**config.mk**
```make
export PLATFORM = sky130hd
export DESIGN_NAME = macc_core
export DESIGN_NICKNAME = d
export VERILOG_FILES = /design/src/rtl/macc_pkg.sv /design/src/rtl/macc_decode.sv /design/src/rtl/macc_seq.sv /design/src/rtl/macc_pc.sv /design/src/rtl/macc_acc.sv /design/src/rtl/macc_core.sv
export SDC_FILE = /design/constraint.sdc
export NUM_CORES = 1
export LEC_CHECK = 0
export BUFFER_PORTS_ARGS = -buffer_cell sky130_fd_sc_hd__buf_4
export CAP_MARGIN = 40
export CORE_MARGIN = 4
export CORE_UTILIZATION = 50
export DETAILED_ROUTE_END_ITERATION = 16
export PLACE_DENSITY = 0.85
export SLEW_MARGIN = 20
export SYNTH_ARGS = -nofsm -noshare
export SYNTH_HDL_FRONTEND = slang
export SYNTH_SLANG_ARGS = --single-unit
```
**constraint.sdc**
```tcl
create_clock -name clk_i -period 4.55 [get_ports clk_i]
set_clock_uncertainty 0.1 [all_clocks]
set_input_delay 0.91 -clock clk_i [delete_from_list [all_inputs] [get_ports clk_i]]
set_output_delay 0.91 -clock clk_i [all_outputs]
set_load 0.02 [all_outputs]
```
**src/rtl/macc_pkg.sv**
```systemverilog
package macc_pkg;
  localparam int OP_W = 3;

  localparam logic [OP_W-1:0] OP_LOAD  = 3'b000;
  localparam logic [OP_W-1:0] OP_STORE = 3'b001;
  localparam logic [OP_W-1:0] OP_CLR   = 3'b010;
  localparam logic [OP_W-1:0] OP_INC   = 3'b011;
  localparam logic [OP_W-1:0] OP_BRZ   = 3'b100;

  typedef enum logic [1:0] {
    PH_FETCH = 2'd0,
    PH_EXEC  = 2'd1,
    PH_LOAD  = 2'd2
  } phase_e;

  typedef struct packed {
    logic ld;
    logic st;
    logic clr;
    logic inc;
    logic brz;
  } dec_t;
endpackage

```
**src/rtl/macc_decode.sv**
```systemverilog
module macc_decode
  import macc_pkg::*;
#(
  parameter int DATA_W = 12,
  localparam int ADDR_W = DATA_W - OP_W
) (
  input  logic [DATA_W-1:0] word_i,
  output dec_t              dec_o,
  output logic [ADDR_W-1:0] addr_o
);
  logic [OP_W-1:0] op;

  assign op     = word_i[DATA_W-1 -: OP_W];
  assign addr_o = word_i[ADDR_W-1:0];

  always_comb begin
    dec_o = '0;
    unique case (op)
      OP_LOAD:  dec_o.ld  = 1'b1;
      OP_STORE: dec_o.st  = 1'b1;
      OP_CLR:   dec_o.clr = 1'b1;
      OP_INC:   dec_o.inc = 1'b1;
      OP_BRZ:   dec_o.brz = 1'b1;
      default:  dec_o     = '0;  // unused codes: no-op
    endcase
  end

  always_comb begin
    assert ($onehot0(dec_o)) else $error("AST_DEC_ONEHOT");
  end
endmodule

```
**src/rtl/macc_seq.sv**
```systemverilog
module macc_seq
  import macc_pkg::*;
(
  input  logic   clk_i,
  input  logic   rst_ni,
  input  logic   ld_i,
  output phase_e phase_o
);
  phase_e phase_q, phase_d;

  always_comb begin
    unique case (phase_q)
      PH_FETCH: phase_d = PH_EXEC;
      PH_EXEC:  phase_d = ld_i ? PH_LOAD : PH_FETCH;
      default:  phase_d = PH_FETCH;
    endcase
  end

  always_ff @(posedge clk_i or negedge rst_ni) begin
    if (!rst_ni) phase_q <= PH_FETCH;
    else         phase_q <= phase_d;
  end

  assign phase_o = phase_q;

  AST_FETCH_TO_EXEC: assert property (@(posedge clk_i) disable iff (!rst_ni)
    phase_q == PH_FETCH |=> phase_q == PH_EXEC);
  AST_LOAD_RETURNS: assert property (@(posedge clk_i) disable iff (!rst_ni)
    phase_q == PH_LOAD |=> phase_q == PH_FETCH);
  AST_LOAD_EXTRA: assert property (@(posedge clk_i) disable iff (!rst_ni)
    (phase_q == PH_EXEC && ld_i) |=> phase_q == PH_LOAD);
endmodule

```
**src/rtl/macc_pc.sv**
```systemverilog
module macc_pc #(
  parameter int ADDR_W    = 9,
  parameter int MEM_DEPTH = 512
) (
  input  logic              clk_i,
  input  logic              rst_ni,
  input  logic              step_i,
  input  logic              take_i,
  input  logic [ADDR_W-1:0] target_i,
  output logic [ADDR_W-1:0] pc_o
);
  localparam logic [ADDR_W-1:0] PC_LAST = ADDR_W'(MEM_DEPTH - 1);
  localparam logic [ADDR_W-1:0] PC_ONE  = ADDR_W'(1);

  logic [ADDR_W-1:0] pc_q, pc_seq;

  assign pc_seq = (pc_q == PC_LAST) ? '0 : pc_q + PC_ONE;

  always_ff @(posedge clk_i or negedge rst_ni) begin
    if (!rst_ni)     pc_q <= '0;
    else if (step_i) pc_q <= take_i ? target_i : pc_seq;
  end

  assign pc_o = pc_q;

  AST_PC_HOLD: assert property (@(posedge clk_i) disable iff (!rst_ni)
    !step_i |=> $stable(pc_q));
  AST_PC_WRAP: assert property (@(posedge clk_i) disable iff (!rst_ni)
    (step_i && !take_i && pc_q == PC_LAST) |=> pc_q == '0);
  AST_PC_NEXT: assert property (@(posedge clk_i) disable iff (!rst_ni)
    (step_i && !take_i && pc_q != PC_LAST) |=> pc_q == $past(pc_q) + PC_ONE);
  AST_PC_JUMP: assert property (@(posedge clk_i) disable iff (!rst_ni)
    (step_i && take_i) |=> pc_q == $past(target_i));
endmodule

```
**src/rtl/macc_acc.sv**
```systemverilog
module macc_acc
  import macc_pkg::*;
#(
  parameter int DATA_W = 12
) (
  input  logic              clk_i,
  input  logic              rst_ni,
  input  logic              exec_i,
  input  dec_t              dec_i,
  input  logic              load_i,
  input  logic [DATA_W-1:0] rdata_i,
  output logic [DATA_W-1:0] acc_o
);
  localparam logic [DATA_W-1:0] ACC_ONE = DATA_W'(1);

  logic [DATA_W-1:0] acc_q;

  always_ff @(posedge clk_i or negedge rst_ni) begin
    if (!rst_ni) begin
      acc_q <= '0;
    end else if (exec_i) begin
      if (dec_i.clr)      acc_q <= '0;
      else if (dec_i.inc) acc_q <= acc_q + ACC_ONE;
    end else if (load_i) begin
      acc_q <= rdata_i;
    end
  end

  assign acc_o = acc_q;

  AST_CLR_ZERO: assert property (@(posedge clk_i) disable iff (!rst_ni)
    (exec_i && dec_i.clr) |=> acc_q == '0);
  AST_INC_MOD: assert property (@(posedge clk_i) disable iff (!rst_ni)
    (exec_i && dec_i.inc) |=> acc_q == $past(acc_q) + ACC_ONE);
  AST_ACC_KEEP: assert property (@(posedge clk_i) disable iff (!rst_ni)
    (exec_i && !dec_i.clr && !dec_i.inc) |=> $stable(acc_q));
  AST_LOAD_CAPTURE: assert property (@(posedge clk_i) disable iff (!rst_ni)
    load_i |=> acc_q == $past(rdata_i));
endmodule

```
**src/rtl/macc_core.sv**
```systemverilog
module macc_core
  import macc_pkg::*;
#(
  parameter int DATA_W    = 12,
  parameter int MEM_DEPTH = 512,
  localparam int ADDR_W   = DATA_W - OP_W
) (
  input  logic              clk_i,
  input  logic              rst_ni,
  output logic [ADDR_W-1:0] mem_addr_o,
  output logic [DATA_W-1:0] mem_wdata_o,
  output logic              mem_we_o,
  input  logic [DATA_W-1:0] mem_rdata_i,
  output logic [ADDR_W-1:0] pc_o,
  output logic [DATA_W-1:0] acc_o
);
  phase_e            phase;
  dec_t              dec;
  logic [ADDR_W-1:0] field;
  logic [ADDR_W-1:0] pc;
  logic [DATA_W-1:0] acc;
  logic              exec;
  logic              take;

  // in the execute phase the read port carries the instruction word
  macc_decode #(.DATA_W(DATA_W)) i_decode (
    .word_i (mem_rdata_i),
    .dec_o  (dec),
    .addr_o (field)
  );

  macc_seq i_seq (
    .clk_i   (clk_i),
    .rst_ni  (rst_ni),
    .ld_i    (dec.ld),
    .phase_o (phase)
  );

  assign exec = (phase == PH_EXEC);
  assign take = dec.brz && (acc == '0);

  macc_pc #(.ADDR_W(ADDR_W), .MEM_DEPTH(MEM_DEPTH)) i_pc (
    .clk_i    (clk_i),
    .rst_ni   (rst_ni),
    .step_i   (exec),
    .take_i   (take),
    .target_i (field),
    .pc_o     (pc)
  );

  macc_acc #(.DATA_W(DATA_W)) i_acc (
    .clk_i   (clk_i),
    .rst_ni  (rst_ni),
    .exec_i  (exec),
    .dec_i   (dec),
    .load_i  (phase == PH_LOAD),
    .rdata_i (mem_rdata_i),
    .acc_o   (acc)
  );

  assign mem_addr_o  = exec ? field : pc;
  assign mem_wdata_o = acc;
  assign mem_we_o    = exec && dec.st;
  assign pc_o        = pc;
  assign acc_o       = acc;

  AST_WE_PULSE: assert property (@(posedge clk_i) disable iff (!rst_ni)
    mem_we_o |=> !mem_we_o && phase == PH_FETCH);
  AST_STORE_KEEPS_ACC: assert property (@(posedge clk_i) disable iff (!rst_ni)
    mem_we_o |=> acc == $past(mem_wdata_o));
  AST_WE_EXEC_ONLY: assert property (@(posedge clk_i) disable iff (!rst_ni)
    phase != PH_EXEC |-> !mem_we_o);
endmodule

```
Word-level counts from Yosys, hierarchy flattened --
Index checks and enable logic that the tools add are counted.
Storage, ports and cells: register bits 23, input port bits 14, logic and storage cells 34, output and inout port bits 43
Operators by class: $add $sub $neg 2, multiplexer cells 14, equal/unequal tests 8, reductions and logical operators 7
Operators with widths (number):
- two-way mux 12 bit | 4
- two-way mux 9 bit | 3
- adder 12 x 1 -> 12 bit, second input constant | 1
- logical NOT 12 bit | 1
- adder 9 x 1 -> 9 bit, second input constant | 1
- == test 9 bit, second input constant | 1
- == test 3 x 2 -> 1 bit, second input constant | 2
- two-way mux 1 bit | 5
- case mux 2 bit (2 select lines) | 1
- == test 3 x 1 -> 1 bit, second input constant | 1
- == test 3 bit, second input constant | 1
- logical NOT 3 bit | 1
- != test 3 bit, second input constant | 1
- == test 2 x 1 -> 1 bit, second input constant | 1
- == test 2 bit, second input constant | 1
- logical AND 1 bit | 2
- logical NOT 2 bit | 1
- two-way mux 2 bit | 1
- AND reduction 2 bit | 1
- nonzero test 2 bit | 1

Longest topological paths before layout --
Gate-level depths: netlist (run 1).
depth after elaboration 5, depth in mapped cells 9, mapped depth without buffers 8

Modules after synthesis --
Synthesis (run 1) repeated with hierarchy kept, for this count alone.
Second synthesis, totals: cell total of the unflattened synthesis 199, area, all modules 1835.5 µm²
By module, submodules not included:
- macc_acc | area each 775.7 µm², cells an instance 89, sequential area each 300.3 µm², instances 1
- macc_pc | area each 588.1 µm², cells an instance 62, sequential area each 225.2 µm², instances 1
- macc_core | area each 304.0 µm², cells an instance 30, sequential area each 0.0 µm², instances 1
- macc_decode | area each 105.1 µm², cells an instance 14, sequential area each 0.0 µm², instances 1
- macc_seq | area each 62.6 µm², cells an instance 4, sequential area each 50.0 µm², instances 1

Worst setup path after synthesis (run 1) --
OpenSTA, ideal clock, no wires.
path kind register to output, from register i_seq.phase_q[1] (netlist: i_seq.phase_o[1]), to output mem_we_o, arrival time 1.722 ns, stages on the path, launching flop included 7, path buffers 2, data required time 3.540 ns, setup slack 1.818 ns, cells stage by stage dfrtp_1 > inv_1 > ha_1 > inv_1 > clkbuf_1 > buf_2 > nor4_1
On the way: cells in the longest elaborated chain, start to end 2
RTL lines:
- start, declared | RTL line macc_seq.sv:9 | phase_e phase_q, phase_d;
- start signal, assigned | RTL line macc_seq.sv:21 | else phase_q <= phase_d;
- == test 2 x 1 -> 1 bit | RTL line macc_core.sv:39 | assign exec = (phase == PH_EXEC);
- logical AND 1 bit | RTL line macc_core.sv:63 | assign mem_we_o = exec && dec.st;
- end, declared | RTL line macc_core.sv:12 | output logic mem_we_o,
No other way between the ends.

Final worst setup path (run 1) --
from register i_seq.phase_q[0] (netlist: i_seq.phase_o[0]), to output mem_addr_o[6]
On the way: cells in the longest elaborated chain, start to end 2
RTL lines:
- == test 2 x 1 -> 1 bit | RTL line macc_core.sv:39
- two-way mux 9 bit | RTL line macc_core.sv:61 | assign mem_addr_o = exec ? field : pc;
- end, declared | RTL line macc_core.sv:10 | output logic [ADDR_W-1:0] mem_addr_o,
No other way between the ends.

==> reports/results.txt, run 1 <==
TritonCTS clock tree: done
CP cell instances: ha_1 -> buf_4 -> inv_1 -> nand2_1 -> nand2_1 -> buf_4
net count after synthesis: 215
buffers plus inverters on the worst setup path: 3
Area Overhead vs Synth: 22.2%
Critical Path Slowest Stage Cell: sky130_fd_sc_hd__inv_1
RSZ-0062 raised after global routing: no
HPWL after DPL: 3280 um
number of buffers added for setup after CTS: 0
Critical Setup Path Class: register to output port
classification of the worst-slack hold path: input pin to asynchronous set/reset pin
cell area after layout: 2100 um^2
setup TNS: 0 ns
clock tree sinks: 23
Slew Limit Fails: 0
Max clock buf depth: 2
Pre-Repair DR Iteration Count: 4
overall die width: 66.6 um
Crit. End Element: output port
total via count in the routed design: 1,680
routed wire length: 4570 um
final cell utilization of the core: 63.0%
number of resized instances in the post-cts repair step: 0
sequential fraction of the synthesis area: 33.5%
post-route clock period utilization: 67.5%
critical path startpoint category: register
actual transition at the worst max-transition pin: 0.691 ns
Tmin final: 3.07 ns
Synth async-reset ratio: 100%
area enclosed by the die boundary: 4440 um^2
Achievable Freq: 326 MHz
placed standard-cell area: 2070 um^2
yosys warns: 0
source-to-sink clock delay at the later pin of the worst-skew pair: 0.32 ns
routed wirelength normalized by instance count: 16.3 um
headroom to the max-slew limit: 53.9%
cell area power density: 745 nW/um^2
Slowest Stage Delay on Critical Path: 0.54 ns
Final Hold Viols: 0
post-synthesis cell area: 1720 um^2
Post-Synthesis Cells: 194
number of placement rows: 21
total global routing track utilization: 21.7%
drc violations: 0
static leakage: 1.01 nW
run status: complete, no violations
number of unique standard cell types used by synthesis: 46
area of the placeable core: 3340 um^2
antenna violations before repair: 0
initial DRC count: 101
Die Y-Extent: 66.6 um
via density per instance: 5.98
Synth Flop Type: sky130_fd_sc_hd__dfrtp_1
aggregate global routing overflow: 0
Crit path required time: 3.54 ns
critical path data arrival time: 2.06 ns
average instance area after synthesis: 8.86 um^2
clock-pin transition on the worst setup and hold timing paths: 0.13 ns
post-route ant nets: 0
dominant cell type by area after synthesis: sky130_fd_sc_hd__dfrtp_1
Top-Level Pins: 57
EDFF count, synth: 0
Cells after DPL: 277
worst IR drop on VDD: 0.361 mV
via count of the first global-routing pass: 1,516
cts hold-fix bufs: 0
pin count of the biggest net entering global routing: 25
cells taking the most area after synthesis: sky130_fd_sc_hd__dfrtp_1 33%, sky130_fd_sc_hd__buf_4 5.2%, sky130_fd_sc_hd__a22o_1 5.1%
total of flip-flops plus latches after synthesis: 23
final number of setup-violating endpoints: 0
Diodes inserted: 0
cell type group with the largest total delay on the critical path: buffers and inverters
final std cells w/o fill: 281
fraction of post-synthesis cell area in the top cell type by area: 33.5%
clock root buffer master: sky130_fd_sc_hd__clkbuf_4
wire length of the first global-routing pass: 7510 um
worst-path fanout max: 24
count of buffers from port buffering: 56
total power after layout: 1.57 mW
max_cap viols: 0
H-Tree Level Count: 1
effective utilization at floorplan: 51.5%
gp weighted congestion: 0.868
Final Net Count: 257
share of post-route cells with drive strength above 1: 30.2%
CTS buffer count: 3
[cell usage in the layout (no fill, tap or decap), types with 4 or more instances in the layout]
cell	netlist	layout
sky130_fd_sc_hd__nor3_1	4	4
sky130_fd_sc_hd__buf_4	12	57
sky130_fd_sc_hd__mux2i_1	4	4
sky130_fd_sc_hd__dfrtp_1	23	23
sky130_fd_sc_hd__mux2_2	5	5
sky130_fd_sc_hd__o21ai_0	9	9
sky130_fd_sc_hd__nand2_1	20	20
sky130_fd_sc_hd__nand3_1	5	5
sky130_fd_sc_hd__a32o_1	4	4
sky130_fd_sc_hd__and3_1	5	5
sky130_fd_sc_hd__nor4_1	4	4
sky130_fd_sc_hd__a21oi_1	4	4
sky130_fd_sc_hd__ha_1	7	7
sky130_fd_sc_hd__nor2_1	7	7
sky130_fd_sc_hd__a22o_1	10	10
sky130_fd_sc_hd__inv_1	16	16
[cell type report]
type                       instances  area [um^2]
tap                               46         57.6
inverter                          16         60.1
multi-input combinational        134          947
clock buffer                       3         22.5
timing repair buffer              58          433
fill                             288         1240
sequential                        23          576
clock inverter                     1         5.00
[state kept, by name, summed over array words and instances, names as in the netlist]
name,count
i_pc.pc_o,9
i_acc.acc_o,12
i_seq.phase_o,2
[metrics by stage]
step / setup WS, ns / hold WS, ns
finish: 1.48 / 0.354
global route: 1.29 / 0.352
CTS: 1.50 / 0.353
detailed placement: 1.86 / 0.480
global placement: 1.87 / 0.470
floorplan: 1.82 / 0.452
[logic make-up after synthesis]
family / count (synthesis) / share of synthesized area, %
AO/OA/AOI/OAI: 52 / 22.4
adder cells (fa/ha/maj): 7 / 5.09
multiplexers: 9 / 5.60
buffers and inverters: 37 / 11.4
AND/OR/NAND/NOR: 66 / 22.0
flip-flops: 23 / 33.5
[where the power goes]
part	switching, mW	total (mW)	internal (mW)
clock network	0.0648	0.0977	0.0330
logic	0.581	1.02	0.444
registers	0.153	0.443	0.291
total	0.798	1.57	0.767
[synthesized netlist by cell type (3+ instances only)]
| library cell | n |
|---|---|
| sky130_fd_sc_hd__o21ai_0 | 9 |
| sky130_fd_sc_hd__ha_1 | 7 |
| sky130_fd_sc_hd__inv_1 | 16 |
| sky130_fd_sc_hd__a21oi_1 | 4 |
| sky130_fd_sc_hd__nand3_1 | 5 |
| sky130_fd_sc_hd__nor4b_1 | 3 |
| sky130_fd_sc_hd__a21o_1 | 3 |
| sky130_fd_sc_hd__o2bb2ai_1 | 3 |
| sky130_fd_sc_hd__a31oi_1 | 3 |
| sky130_fd_sc_hd__o22ai_1 | 3 |
| sky130_fd_sc_hd__and3_1 | 5 |
| sky130_fd_sc_hd__clkbuf_1 | 4 |
| sky130_fd_sc_hd__buf_2 | 4 |
| sky130_fd_sc_hd__dfrtp_1 | 23 |
| sky130_fd_sc_hd__nand2_1 | 20 |
| sky130_fd_sc_hd__nor2_1 | 7 |
| sky130_fd_sc_hd__nor3_1 | 4 |
| sky130_fd_sc_hd__nor4_1 | 4 |
| sky130_fd_sc_hd__mux2_2 | 5 |
| sky130_fd_sc_hd__buf_4 | 12 |
| sky130_fd_sc_hd__a32o_1 | 4 |
| sky130_fd_sc_hd__mux2i_1 | 4 |
| sky130_fd_sc_hd__a22o_1 | 10 |
[path summary, 6_finish.rpt]
kind / to / from / cells after the start / slack, ns
min: i_pc.pc_o[6] / rst_ni / 1 / 0.35
min in group clk_i: i_seq.phase_o[0] / i_seq.phase_o[1] / 2 / 0.50
max reg2reg: i_pc.pc_o[6] / i_pc.pc_o[0] / 7 / 2.05
max in group asynchronous: i_acc.acc_o[7] / rst_ni / 1 / 3.76
max: mem_addr_o[6] / i_seq.phase_o[0] / 6 / 1.48
min reg2reg: i_seq.phase_o[0] / i_seq.phase_o[1] / 2 / 0.50
[routing by layer]
layer	GRT usage (%)	routed length [um]	part of all wire, %	vias up
met5	0	0	0	-
met4	6.60	46	1.0	0
met3	2.53	347	7.6	5
met2	33.0	2140	47	83
met1	31.9	2040	45	795
li1	-	-	-	797
No activity file was read; power rests on OpenSTA's default activity.
==> run 2, diff against run 1 <==
==> constraint.sdc (replaced) <==
create_clock -name clk_i -period 2.9 [get_ports clk_i]
set_clock_uncertainty 0.1 [all_clocks]
set_input_delay 0.58 -clock clk_i [delete_from_list [all_inputs] [get_ports clk_i]]
set_output_delay 0.58 -clock clk_i [all_outputs]
set_load 0.02 [all_outputs]
==> run 2 against run 1 <==
  * Sequential cell count is the same
  * Hold slack lost 0.33 ns
  * First-iteration DRC count rose by 59%
  * Clock-buffer cell count stayed put
  * Non-clock buffer count grew 1
  * Clock power rose by 60%
  * Largest power group unchanged
  * Highest routed layer unchanged
==> reports/results.txt, run 2 (synthesis results as in run 1) <==
run status: complete, no violations
overall die width: 66.6 um
wire length of the first global-routing pass: 7480 um
Area Overhead vs Synth: 22.8%
HPWL after DPL: 3370 um
classification of the worst-slack hold path: input pin to asynchronous set/reset pin
aggregate global routing overflow: 0
antenna violations before repair: 0
CTS buffer count: 3
total global routing track utilization: 21.9%
initial DRC count: 161
Reg-to-Reg Start: i_pc.pc_o[0]
R2R depth: 7
cts hold-fix bufs: 0
Int Pwr: 1.22 mW
static leakage: 1.02 nW
worst hold-check slack: 0.0262 ns
gp weighted congestion: 0.820
actual transition at the worst max-transition pin: 0.676 ns
Slew Limit Fails: 0
Achievable Freq: 401 MHz
via count of the first global-routing pass: 1,525
effective utilization at floorplan: 51.5%
headroom to the max-slew limit: 54.6%
drc violations: 0
cell area power density: 1180 nW/um^2
Max clock buf depth: 2
combinational share of power: 65.7%
worst-path fanout max: 11
Tmin final: 2.49 ns
Net Sw Frac: 50.9%
sequential power share: 28.0%
Final Net Count: 258
source-to-sink clock delay at the later pin of the worst-skew pair: 0.32 ns
max reg flops: 12
switching power summed over all nets: 1.26 mW
Pre-Repair DR Iteration Count: 4
reg-to-reg setup timing slack: 0.41 ns
critical path startpoint category: register
max_cap viols: 0
RSZ-0062 raised after global routing: no
count of buffers from port buffering: 56
worst-case setup slack after placement: 0.445 ns
Final Hold Viols: 0
area of the placeable core: 3340 um^2
TritonCTS clock tree: done
clock root buffer master: sky130_fd_sc_hd__clkbuf_4
final cell utilization of the core: 63.3%
Top-Level Pins: 57
number of buffers added for setup after CTS: 0
minimum setup slack in the final design: 0.408 ns
clock tree sinks: 23
post-route clock period utilization: 85.9%
routed wirelength normalized by instance count: 16.3 um
Die Y-Extent: 66.6 um
H-Tree Level Count: 1
total via count in the routed design: 1,688
worst IR drop on VDD: 0.580 mV
Diodes inserted: 0
post-route ant nets: 0
area enclosed by the die boundary: 4440 um^2
final number of setup-violating endpoints: 0
setup TNS: 0 ns
Crit path required time: 3.03 ns
number of placement rows: 21
number of resized instances in the post-cts repair step: 0
Crit. End Element: register
endpoint of the worst-slack reg-to-reg timing path: i_pc.pc_o[6]
clock-pin transition on the worst setup and hold timing paths: 0.14 ns
share of total power in the clock network: 6.3%
routed wire length: 4590 um
most common library cell in the layout ignoring fill and taps: sky130_fd_sc_hd__buf_4
share of post-route cells with drive strength above 1: 30.5%
via density per instance: 5.99
Critical Setup Path Class: register to register
commonest cells after routing, fill and taps aside: 59 x sky130_fd_sc_hd__buf_4, 23 x sky130_fd_sc_hd__dfrtp_1, 20 x sky130_fd_sc_hd__nand2_1, 16 x sky130_fd_sc_hd__inv_1, 10 x sky130_fd_sc_hd__a22o_1
pin count of the biggest net entering global routing: 24
critical path data arrival time: 2.63 ns
==> run 2: changes by cell type in the layout (fill, tap and decap cells not counted), sizes merged <==
cell | before | now
buf | 58 | 59
==> run 2: how the worst max path moves through the flow <==
stage	to	cells after the start	slack [ns]	startpoint
2_1_floorplan	mem_we_o	6	0.50	i_seq.phase_o[1]
3_3_place_gp	i_pc.pc_o[6]	7	0.55	i_pc.pc_o[0]
3_5_place_dp	i_pc.pc_o[6]	7	0.45	i_pc.pc_o[0]
4_1_cts	i_pc.pc_o[6]	7	0.42	i_pc.pc_o[0]
5_1_grt	i_pc.pc_o[6]	7	0.29	i_pc.pc_o[0]
6_report	i_pc.pc_o[6]	7	0.41	i_pc.pc_o[0]
==> run 2: final cells by class <==
cell class                      instances  area (um^2)
Clock buffer                            3         22.5
Clock inverter                          1         5.00
Fill cell                             305         1230
Inverter                               16         60.1
Multi-Input combinational cell        134          947
Sequential cell                        23          576
Tap cell                               46         57.6
Timing Repair Buffer                   59          443
==> run 2: layer usage <==
layer / global-route usage [%] / vias up / wire length [um]
li1: - / 796 / -
met1: 30.5 / 795 / 1990
met2: 35.5 / 91 / 2060
met3: 2.36 / 6 / 473
met4: 6.35 / 0 / 68
met5: 0 / - / 0
==> run 2: stage by stage <==
stage / power [mW] / area [um^2] / instances
after floorplan: 1.78 / 1720 / 194
after global placement: 2.30 / 2080 / 278
after detailed placement: 2.33 / 2080 / 278
after CTS: 2.49 / 2110 / 282
after global routing: 2.67 / 2110 / 282
final: 2.48 / 2110 / 282
==> run 2: power by group through the flow <==
stage               clock [mW]  sequential [mW]  combinational (mW)
CTS                      0.165            0.691                1.64
detailed placement           0            0.698                1.63
finish                   0.156            0.695                1.63
floorplan                    0            0.791               0.989
global placement             0            0.689                1.61
global route             0.174            0.726                1.77
==> run 2: worst max-delay path, stage by stage (launching register included) <==
cell and delay, ns:
sky130_fd_sc_hd__dfrtp_1 0.46, sky130_fd_sc_hd__ha_1 0.24, sky130_fd_sc_hd__and3_1 0.21, sky130_fd_sc_hd__and3_1 0.21
sky130_fd_sc_hd__and3_1 0.21, sky130_fd_sc_hd__ha_1 0.31, sky130_fd_sc_hd__or4b_1 0.55, sky130_fd_sc_hd__o2111ai_1 0.12
